### src/rtl/cnn_cell_pkg.sv
package cnn_cell_pkg;

  typedef enum logic {
    ACT_HARD = 1'b0,
    ACT_RAMP = 1'b1
  } act_mode_e;

endpackage

### src/rtl/cnn_slot_ctrl.sv
module cnn_slot_ctrl #(
  parameter int SLOTS  = 15,
  parameter int SLOT_W = 4
) (
  input  logic              clk,
  input  logic              rst_n,
  input  logic              en_i,
  input  logic              restart_i,
  output logic [SLOT_W-1:0] slot_o,
  output logic              first_o,
  output logic              last_o
);

  localparam logic [SLOT_W-1:0] LAST_IDX = SLOT_W'(SLOTS - 1);
  localparam logic [SLOT_W-1:0] STEP     = SLOT_W'(1);

  logic [SLOT_W-1:0] slot_q;
  logic [SLOT_W-1:0] slot_d;

  always_comb begin
    slot_d = slot_q;
    if (restart_i) begin
      slot_d = '0;
    end else if (en_i) begin
      slot_d = (slot_q == LAST_IDX) ? '0 : slot_q + STEP;
    end
  end

  always_ff @(posedge clk or negedge rst_n) begin
    if (!rst_n) begin
      slot_q <= '0;
    end else begin
      slot_q <= slot_d;
    end
  end

  assign slot_o  = slot_q;
  assign first_o = (slot_q == '0);
  assign last_o  = (slot_q == LAST_IDX);

endmodule

### src/rtl/cnn_wgt_coder.sv
module cnn_wgt_coder #(
  parameter int MAG_W = 4
) (
  input  logic             clk,
  input  logic             rst_n,
  input  logic             en_i,
  input  logic             first_i,
  input  logic [MAG_W-1:0] mag_i,
  output logic             pulse_o
);

  localparam int SLOTS = (2 ** MAG_W) - 1;
  localparam logic [MAG_W:0] FULL = (MAG_W + 1)'(SLOTS);
  localparam logic [MAG_W-1:0] HALF = MAG_W'(SLOTS / 2);

  logic [MAG_W-1:0] phase_q;
  logic [MAG_W-1:0] phase_d;
  logic [MAG_W-1:0] phase_cur;
  logic [MAG_W:0]   phase_sum;
  logic [MAG_W:0]   phase_rem;

  always_comb begin
    phase_cur = first_i ? HALF : phase_q;
    phase_sum = {1'b0, phase_cur} + {1'b0, mag_i};
    pulse_o   = (phase_sum >= FULL);
    phase_rem = pulse_o ? (phase_sum - FULL) : phase_sum;
    phase_d   = en_i ? phase_rem[MAG_W-1:0] : phase_q;
  end

  always_ff @(posedge clk or negedge rst_n) begin
    if (!rst_n) begin
      phase_q <= '0;
    end else begin
      phase_q <= phase_d;
    end
  end

endmodule

### src/rtl/cnn_activation.sv
module cnn_activation
  import cnn_cell_pkg::*;
#(
  parameter int MAG_W = 4,
  parameter int ACC_W = 9
) (
  input  logic signed [ACC_W-1:0] net_i,
  input  act_mode_e               mode_i,
  input  logic                    thr_neg_i,
  input  logic [MAG_W-1:0]        thr_mag_i,
  output logic                    res_neg_o,
  output logic [MAG_W-1:0]        res_mag_o
);

  localparam int EXT_W = ACC_W + 1;
  localparam logic signed [EXT_W-1:0] TOP_V = EXT_W'((2 ** MAG_W) - 1);
  localparam logic [MAG_W-1:0] TOP_M = MAG_W'((2 ** MAG_W) - 1);

  logic signed [EXT_W-1:0] thr_s;
  logic signed [EXT_W-1:0] net_x;
  logic signed [EXT_W-1:0] diff;
  logic signed [EXT_W-1:0] diff_abs;

  always_comb begin
    thr_s = EXT_W'(thr_mag_i);
    if (thr_neg_i) begin
      thr_s = -thr_s;
    end
    net_x    = {net_i[ACC_W-1], net_i};
    diff     = net_x - thr_s;
    diff_abs = diff[EXT_W-1] ? -diff : diff;

    if (mode_i == ACT_HARD) begin
      res_neg_o = net_i[ACC_W-1];
      res_mag_o = TOP_M;
    end else if (diff > TOP_V) begin
      res_neg_o = 1'b0;
      res_mag_o = TOP_M;
    end else if (diff < -TOP_V) begin
      res_neg_o = 1'b1;
      res_mag_o = TOP_M;
    end else begin
      res_neg_o = diff[EXT_W-1];
      res_mag_o = diff_abs[MAG_W-1:0];
    end
  end

endmodule

### src/rtl/cnn_state_reg.sv
module cnn_state_reg #(
  parameter int MAG_W  = 4,
  parameter int SLOT_W = 4
) (
  input  logic              clk,
  input  logic              rst_n,
  input  logic              load_i,
  input  logic              load_neg_i,
  input  logic [MAG_W-1:0]  load_mag_i,
  input  logic              upd_i,
  input  logic              res_neg_i,
  input  logic [MAG_W-1:0]  res_mag_i,
  input  logic [SLOT_W-1:0] slot_i,
  output logic [MAG_W-1:0]  mag_o,
  output logic              neg_o,
  output logic              stream_o
);

  logic [MAG_W-1:0] mag_q;
  logic             neg_q;
  logic [MAG_W-1:0] mag_d;
  logic             neg_d;
  logic             wr_en;

  always_comb begin
    wr_en = load_i | upd_i;
    mag_d = load_i ? load_mag_i : res_mag_i;
    neg_d = (load_i ? load_neg_i : res_neg_i) & (mag_d != '0);
  end

  always_ff @(posedge clk or negedge rst_n) begin
    if (!rst_n) begin
      mag_q <= '0;
      neg_q <= 1'b0;
    end else if (wr_en) begin
      mag_q <= mag_d;
      neg_q <= neg_d;
    end
  end

  assign mag_o    = mag_q;
  assign neg_o    = neg_q;
  assign stream_o = (int'(slot_i) < int'(mag_q));

endmodule

### src/rtl/cnn_cell_serial.sv
module cnn_cell_serial
  import cnn_cell_pkg::*;
#(
  parameter int MAG_W    = 4,
  parameter int NTAPS    = 9,
  parameter int SELF_TAP = 4
) (
  input  logic                     clk,
  input  logic                     rst_n,
  input  logic                     en_i,
  input  logic                     load_i,
  input  logic [MAG_W-1:0]         load_mag_i,
  input  logic                     load_sgn_i,
  input  logic [NTAPS-2:0]         nbr_strm_i,
  input  logic [NTAPS-2:0]         nbr_sgn_i,
  input  logic [NTAPS*MAG_W-1:0]   wgt_mag_i,
  input  logic [NTAPS-1:0]         wgt_sgn_i,
  input  logic                     act_sel_i,
  input  logic [MAG_W-1:0]         thr_mag_i,
  input  logic                     thr_sgn_i,
  output logic [$clog2((2**MAG_W)-1)-1:0] slot_o,
  output logic                     stream_o,
  output logic                     sgn_o,
  output logic [MAG_W-1:0]         val_mag_o,
  output logic                     val_sgn_o
);

  localparam int SLOTS  = (2 ** MAG_W) - 1;
  localparam int SLOT_W = $clog2(SLOTS);
  localparam int ACC_W  = $clog2(NTAPS * SLOTS + 1) + 1;
  localparam logic signed [ACC_W-1:0] ONE = ACC_W'(1);

  logic [1:0]              rst_sync_q;
  logic                    rst_int_n;
  logic                    first_slot;
  logic                    last_slot;
  logic                    upd;
  logic [NTAPS-1:0]        tap_strm;
  logic [NTAPS-1:0]        tap_sgn;
  logic [NTAPS-1:0]        wpulse;
  logic                    own_strm;
  logic signed [ACC_W-1:0] contrib;
  logic signed [ACC_W-1:0] acc_q;
  logic signed [ACC_W-1:0] acc_d;
  logic signed [ACC_W-1:0] acc_nx;
  logic                    res_neg;
  logic [MAG_W-1:0]        res_mag;

  always_ff @(posedge clk or negedge rst_n) begin
    if (!rst_n) begin
      rst_sync_q <= 2'b00;
    end else begin
      rst_sync_q <= {rst_sync_q[0], 1'b1};
    end
  end
  assign rst_int_n = rst_sync_q[1];

  cnn_slot_ctrl #(
    .SLOTS (SLOTS),
    .SLOT_W(SLOT_W)
  ) u_slot (
    .clk      (clk),
    .rst_n    (rst_int_n),
    .en_i     (en_i),
    .restart_i(load_i),
    .slot_o   (slot_o),
    .first_o  (first_slot),
    .last_o   (last_slot)
  );

  for (genvar gi = 0; gi < NTAPS; gi++) begin : g_tap
    if (gi == SELF_TAP) begin : g_self
      assign tap_strm[gi] = own_strm;
      assign tap_sgn[gi]  = val_sgn_o;
    end else if (gi < SELF_TAP) begin : g_lo
      assign tap_strm[gi] = nbr_strm_i[gi];
      assign tap_sgn[gi]  = nbr_sgn_i[gi];
    end else begin : g_hi
      assign tap_strm[gi] = nbr_strm_i[gi-1];
      assign tap_sgn[gi]  = nbr_sgn_i[gi-1];
    end

    cnn_wgt_coder #(
      .MAG_W(MAG_W)
    ) u_coder (
      .clk    (clk),
      .rst_n  (rst_int_n),
      .en_i   (en_i),
      .first_i(first_slot),
      .mag_i  (wgt_mag_i[gi*MAG_W +: MAG_W]),
      .pulse_o(wpulse[gi])
    );
  end

  always_comb begin
    contrib = '0;
    for (int i = 0; i < NTAPS; i++) begin
      if (tap_strm[i] && wpulse[i]) begin
        if (tap_sgn[i] ^ wgt_sgn_i[i]) begin
          contrib = contrib - ONE;
        end else begin
          contrib = contrib + ONE;
        end
      end
    end
  end

  always_comb begin
    acc_nx = first_slot ? contrib : (acc_q + contrib);
    acc_d  = acc_q;
    if (load_i) begin
      acc_d = '0;
    end else if (en_i) begin
      acc_d = acc_nx;
    end
    upd = en_i & last_slot & ~load_i;
  end

  always_ff @(posedge clk or negedge rst_int_n) begin
    if (!rst_int_n) begin
      acc_q <= '0;
    end else begin
      acc_q <= acc_d;
    end
  end

  cnn_activation #(
    .MAG_W(MAG_W),
    .ACC_W(ACC_W)
  ) u_act (
    .net_i    (acc_nx),
    .mode_i   (act_mode_e'(act_sel_i)),
    .thr_neg_i(thr_sgn_i),
    .thr_mag_i(thr_mag_i),
    .res_neg_o(res_neg),
    .res_mag_o(res_mag)
  );

  cnn_state_reg #(
    .MAG_W (MAG_W),
    .SLOT_W(SLOT_W)
  ) u_state (
    .clk       (clk),
    .rst_n     (rst_int_n),
    .load_i    (load_i),
    .load_neg_i(load_sgn_i),
    .load_mag_i(load_mag_i),
    .upd_i     (upd),
    .res_neg_i (res_neg),
    .res_mag_i (res_mag),
    .slot_i    (slot_o),
    .mag_o     (val_mag_o),
    .neg_o     (val_sgn_o),
    .stream_o  (own_strm)
  );

  assign stream_o = own_strm;
  assign sgn_o    = val_sgn_o;

endmodule

### config.mk
export PLATFORM = sky130hd
export DESIGN_NAME = cnn_cell_serial
export DESIGN_NICKNAME = d
export VERILOG_FILES = /design/src/rtl/cnn_cell_pkg.sv /design/src/rtl/cnn_slot_ctrl.sv /design/src/rtl/cnn_wgt_coder.sv /design/src/rtl/cnn_activation.sv /design/src/rtl/cnn_state_reg.sv /design/src/rtl/cnn_cell_serial.sv
export SDC_FILE = /design/constraint.sdc
export NUM_CORES = 1
export LEC_CHECK = 0
export BUFFER_PORTS_ARGS = -buffer_cell sky130_fd_sc_hd__buf_2
export CORE_ASPECT_RATIO = 1.5
export CORE_UTILIZATION = 30
export CTS_BUF_LIST = sky130_fd_sc_hd__clkbuf_4 sky130_fd_sc_hd__clkbuf_8
export CTS_CLUSTER_DIAMETER = 60
export DETAILED_ROUTE_END_ITERATION = 8
export PLACE_DENSITY = 0.51
export RECOVER_POWER = 100
export SYNTH_ARGS = -nofsm -noshare
export SYNTH_HDL_FRONTEND = slang
export SYNTH_SLANG_ARGS = --single-unit
export TNS_END_PERCENT = 1
### constraint.sdc
create_clock -name clk -period 1.7 [get_ports clk]
set_input_delay 0.17 -clock clk [delete_from_list [all_inputs] [get_ports clk]]
set_output_delay 0.17 -clock clk [all_outputs]
set_load 0.05 [all_outputs]
==> flow_metrics.py <==
metrics = {
    "worst_hold_path": {
        "min_delay_path_class": "input port to flip-flop",
        "hold_path.startpoint": "load_sgn_i",
        "hold_path_end": "u_state.neg_o",
        "holdPathStages": 3,
    },
    "critical_path": {
        "startpoint_type": "flip-flop",
        "arrival_worst_endpoint_ps": 15180,
        "rr_startpoint": "u_slot.slot_o[1]",
        "timing.setup.critical_path_class": "flip-flop to flip-flop",
        "critPathMaxFanout": 5,
        "cp.required_ps": 1940,
        "reg2regPathDepth": 76,
        "regToRegSetupSlack_ps": -13250,
        "cpPeakStageDelay_ps": 480,
        "timing.rr.end": "u_state.neg_o",
        "cpMaxStageDelayCell": "sky130_fd_sc_hd__fa_1",
        "crit_path_end_kind": "flip-flop",
        "worst_path_most_repeated_cell": "sky130_fd_sc_hd__ha_4",
    },
    "status": {
        "violations": "setup timing",
        "outcome": "complete, but fails checks",
    },
    "yosys": {
        "synth-async-reset-ratio_pct": 100,
        "synth_cell_types": 87,
        "yosys_warnings": 0,
        "gate_count_post_synth": 1189,
        "synthesis.area_um2": 9430,
        "synth_enable_flop_cells": 0,
        "ys_seq_area_share_pct": 14.9,
        "post_synthesis_net_count": 1406,
        "synth_ff_type": "sky130_fd_sc_hd__dfrtp_1",
        "syn_area_per_cell_um2": 7.93,
        "postSynthRegisterBits": 56,
    },
    "timing": {
        "slew_headroom_pct": 42.8,
        "holdWs_ps": 122,
        "fin_tns_setup_ps": -187110,
        "final_cycle_share_pct": 879,
        "tightest_slew_ps": 857,
        "finalHoldViolations": 0,
        "setup_viol_count_final": 51,
        "grt_setup_unrepaired": "true",
        "max_freq_mhz": 66.9,
        "report.final.slew_viol_count": 0,
        "setup_ws_ps": -13250,
        "finalClockSkew_ps": 15.0,
        "layout_min_cycle_time_ps": 14950,
    },
    "detailed_routing": {
        "drt_iter0_markers": 289,
        "detail_route.first_pass.iterations": 4,
        "vias_per_cell": 4.88,
        "detail_route.wl_per_cell_um": 14.3,
        "antenna_violating_nets_post_route": 0,
        "routed_via_count": 10100,
        "post_detailed_route_drc_marker_count": 0,
        "totalWireLength_mm": 29.4,
    },
    "clocking": {
        "tritoncts_clock_tree": "yes",
        "cts_inserted_buffers": 5,
        "cts_root_buffer": "sky130_fd_sc_hd__clkbuf_8",
        "clock_latency_ps": 350,
        "max-clock-path-buffers": 2,
        "cts_sinks": 56,
        "clk_pin_slew_ps": 120,
        "htree_num_levels": 2,
    },
    "floorplan": {
        "dieWidth_um": 147,
        "core_region_area_um2": 30900,
        "boundaryPins": 87,
        "die_area_um2": 32100,
        "placementRows": 79,
        "initial_utilization_pct": 30.5,
        "fp.dieH_um": 219,
    },
    "place": {
        "gp_congestion": 0.866,
        "io_buffers": 86,
        "placed_cells": 2028,
        "hpwl_mm": 24.3,
    },
    "layout": {
        "most_frequent_cells_in_the_layout": "391 x sky130_fd_sc_hd__buf_4, 112 x sky130_fd_sc_hd__nor2_1, 89 x sky130_fd_sc_hd__a21oi_1, 89 x sky130_fd_sc_hd__ha_1",
        "mostFrequentLayoutCell": "sky130_fd_sc_hd__buf_4",
        "design.final.nets": 1871,
        "filler_cell_count": 3068,
        "final-seq-area_um2": 1410,
        "fraction_of_final_layout_cells_sized_beyond_drive_strength_1_pct": 41.2,
        "layout.core_utilization_pct": 46.1,
        "layout.cells.non_filler": 2061,
        "multi_input_area_um2": 8380,
        "area_delta_synth_final_pct": 51.3,
    },
    "global_route": {
        "grt_pass1_vias": 10500,
        "grt_first_pass_wirelength_mm": 48.6,
        "grt_start_max_net_pins": 65,
        "antenna_violations_before_repair": 1,
        "overflow_after_grt": 0,
        "globalRouteTotalUtil_pct": 18.7,
    },
    "run": {
        "maxCapViolCount": 0,
    },
}
[registers in the layout, summed over array words and instances (netlist names)]
name and flops:
acc_q 9, g_tap.u_coder.phase_q 36, rst_sync_q 2, u_slot.slot_o 4, u_state.mag_o 4, u_state.neg_o 1
[cells by family after synthesis]
| group | count (synthesis) | share of synthesized area (%) |
|---|---|---|
| adder cells (fa/ha/maj) | 141 | 20.6 |
| other | 1 | 0.0398 |
| XOR/XNOR | 97 | 10.3 |
| AO/OA/AOI/OAI | 336 | 23.6 |
| flip-flops | 56 | 14.9 |
| AND/OR/NAND/NOR | 391 | 20.6 |
| buffers and inverters | 123 | 4.96 |
| multiplexers | 44 | 4.96 |
[metal layers]
| layer | share of wire (%) | global-route usage [%] | up-vias |
|---|---|---|---|
| met1 | 39 | 19.3 | 4731 |
| met4 | 4.6 | 8.72 | 0 |
| li1 | - | - | 5156 |
| met2 | 54 | 37.1 | 130 |
| met5 | 0 | 0 | - |
| met3 | 2.3 | 2.12 | 41 |
[final cells by class]
cell class / instances / share of cell area [%]
Tap cell: 405 / 3.55
Sequential cell: 56 / 9.87
Clock buffer: 5 / 0.483
Antenna cell: 1 / 0.0175
Inverter: 93 / 2.45
Timing Repair Buffer: 488 / 24.7
Clock inverter: 3 / 0.149
Multi-Input combinational cell: 1010 / 58.7
[synthesized netlist by cell type, drive strengths merged (6+ instances only)]
master,instances,area share (%)
nor3b,13,1.0
nand3,12,0.64
or2,6,0.40
o21a,13,1.0
and3,9,0.60
o21bai,7,0.56
a31oi,16,1.1
nor2,119,4.8
clkbuf,25,1.0
a211oi,23,1.9
xnor2,59,5.9
ha,117,16
xor2,32,3.0
a21oi,101,5.4
and2,26,1.7
or3,11,0.73
nand2b,40,2.7
dfrtp,56,15
o211ai,7,0.56
mux2,22,2.6
nor2b,29,1.9
fa,24,5.1
o311ai,8,1.2
a21o,26,2.1
o22ai,10,0.66
a21boi,6,0.52
xnor3,6,1.5
inv,93,3.7
nor3,14,0.74
mux2i,22,2.3
nand2,92,3.7
o21ai,68,3.6
[worst max path at each step]
stage | start | end | cells after the start
final | u_slot.slot_o[1] | u_state.neg_o | 76
after global routing | u_slot.slot_o[0] | u_state.neg_o | 80
after CTS | u_slot.slot_o[1] | u_state.neg_o | 79
after detailed placement | u_slot.slot_o[0] | u_state.neg_o | 76
after global placement | u_slot.slot_o[1] | u_state.neg_o | 76
after floorplan | u_slot.slot_o[1] | u_state.neg_o | 79
[critical path, delay by kind of cell, from the launching register on]
family                     cells  cell delay [ps]
adders and majority gates     16             4580
and+or+nand+nor               23             3920
AOI/OAI and AO/OA             22             3750
xor gates and xnor gates       6             1150
muxes                          2              520
buffers and inverters          7              490
DFF                            1              430
[per-stage QoR]
| stage | setup slack (ps) | cell area [um2] |
|---|---|---|
| global placement | -13360 | 13400 |
| detailed placement | -13670 | 13400 |
| CTS | -13270 | 13900 |
| finish | -13250 | 14300 |
| global route | -14080 | 14300 |
| floorplan | -13750 | 9670 |
[repair_timing]
| item | in CTS | in global routing |
|---|---|---|
| buffers inserted | 15 | 8 |
| pin swaps | 53 | 41 |
| endpoints found under the hold margin | 2 | 0 |
| gates resized for setup | 61 | 62 |
| setup endpoints to repair | 51 | 51 |
| hold buffers | 1 | 0 |
Power is not shown: default switching activity piles up to over one toggle a cycle in this logic, so the estimate is an artifact.
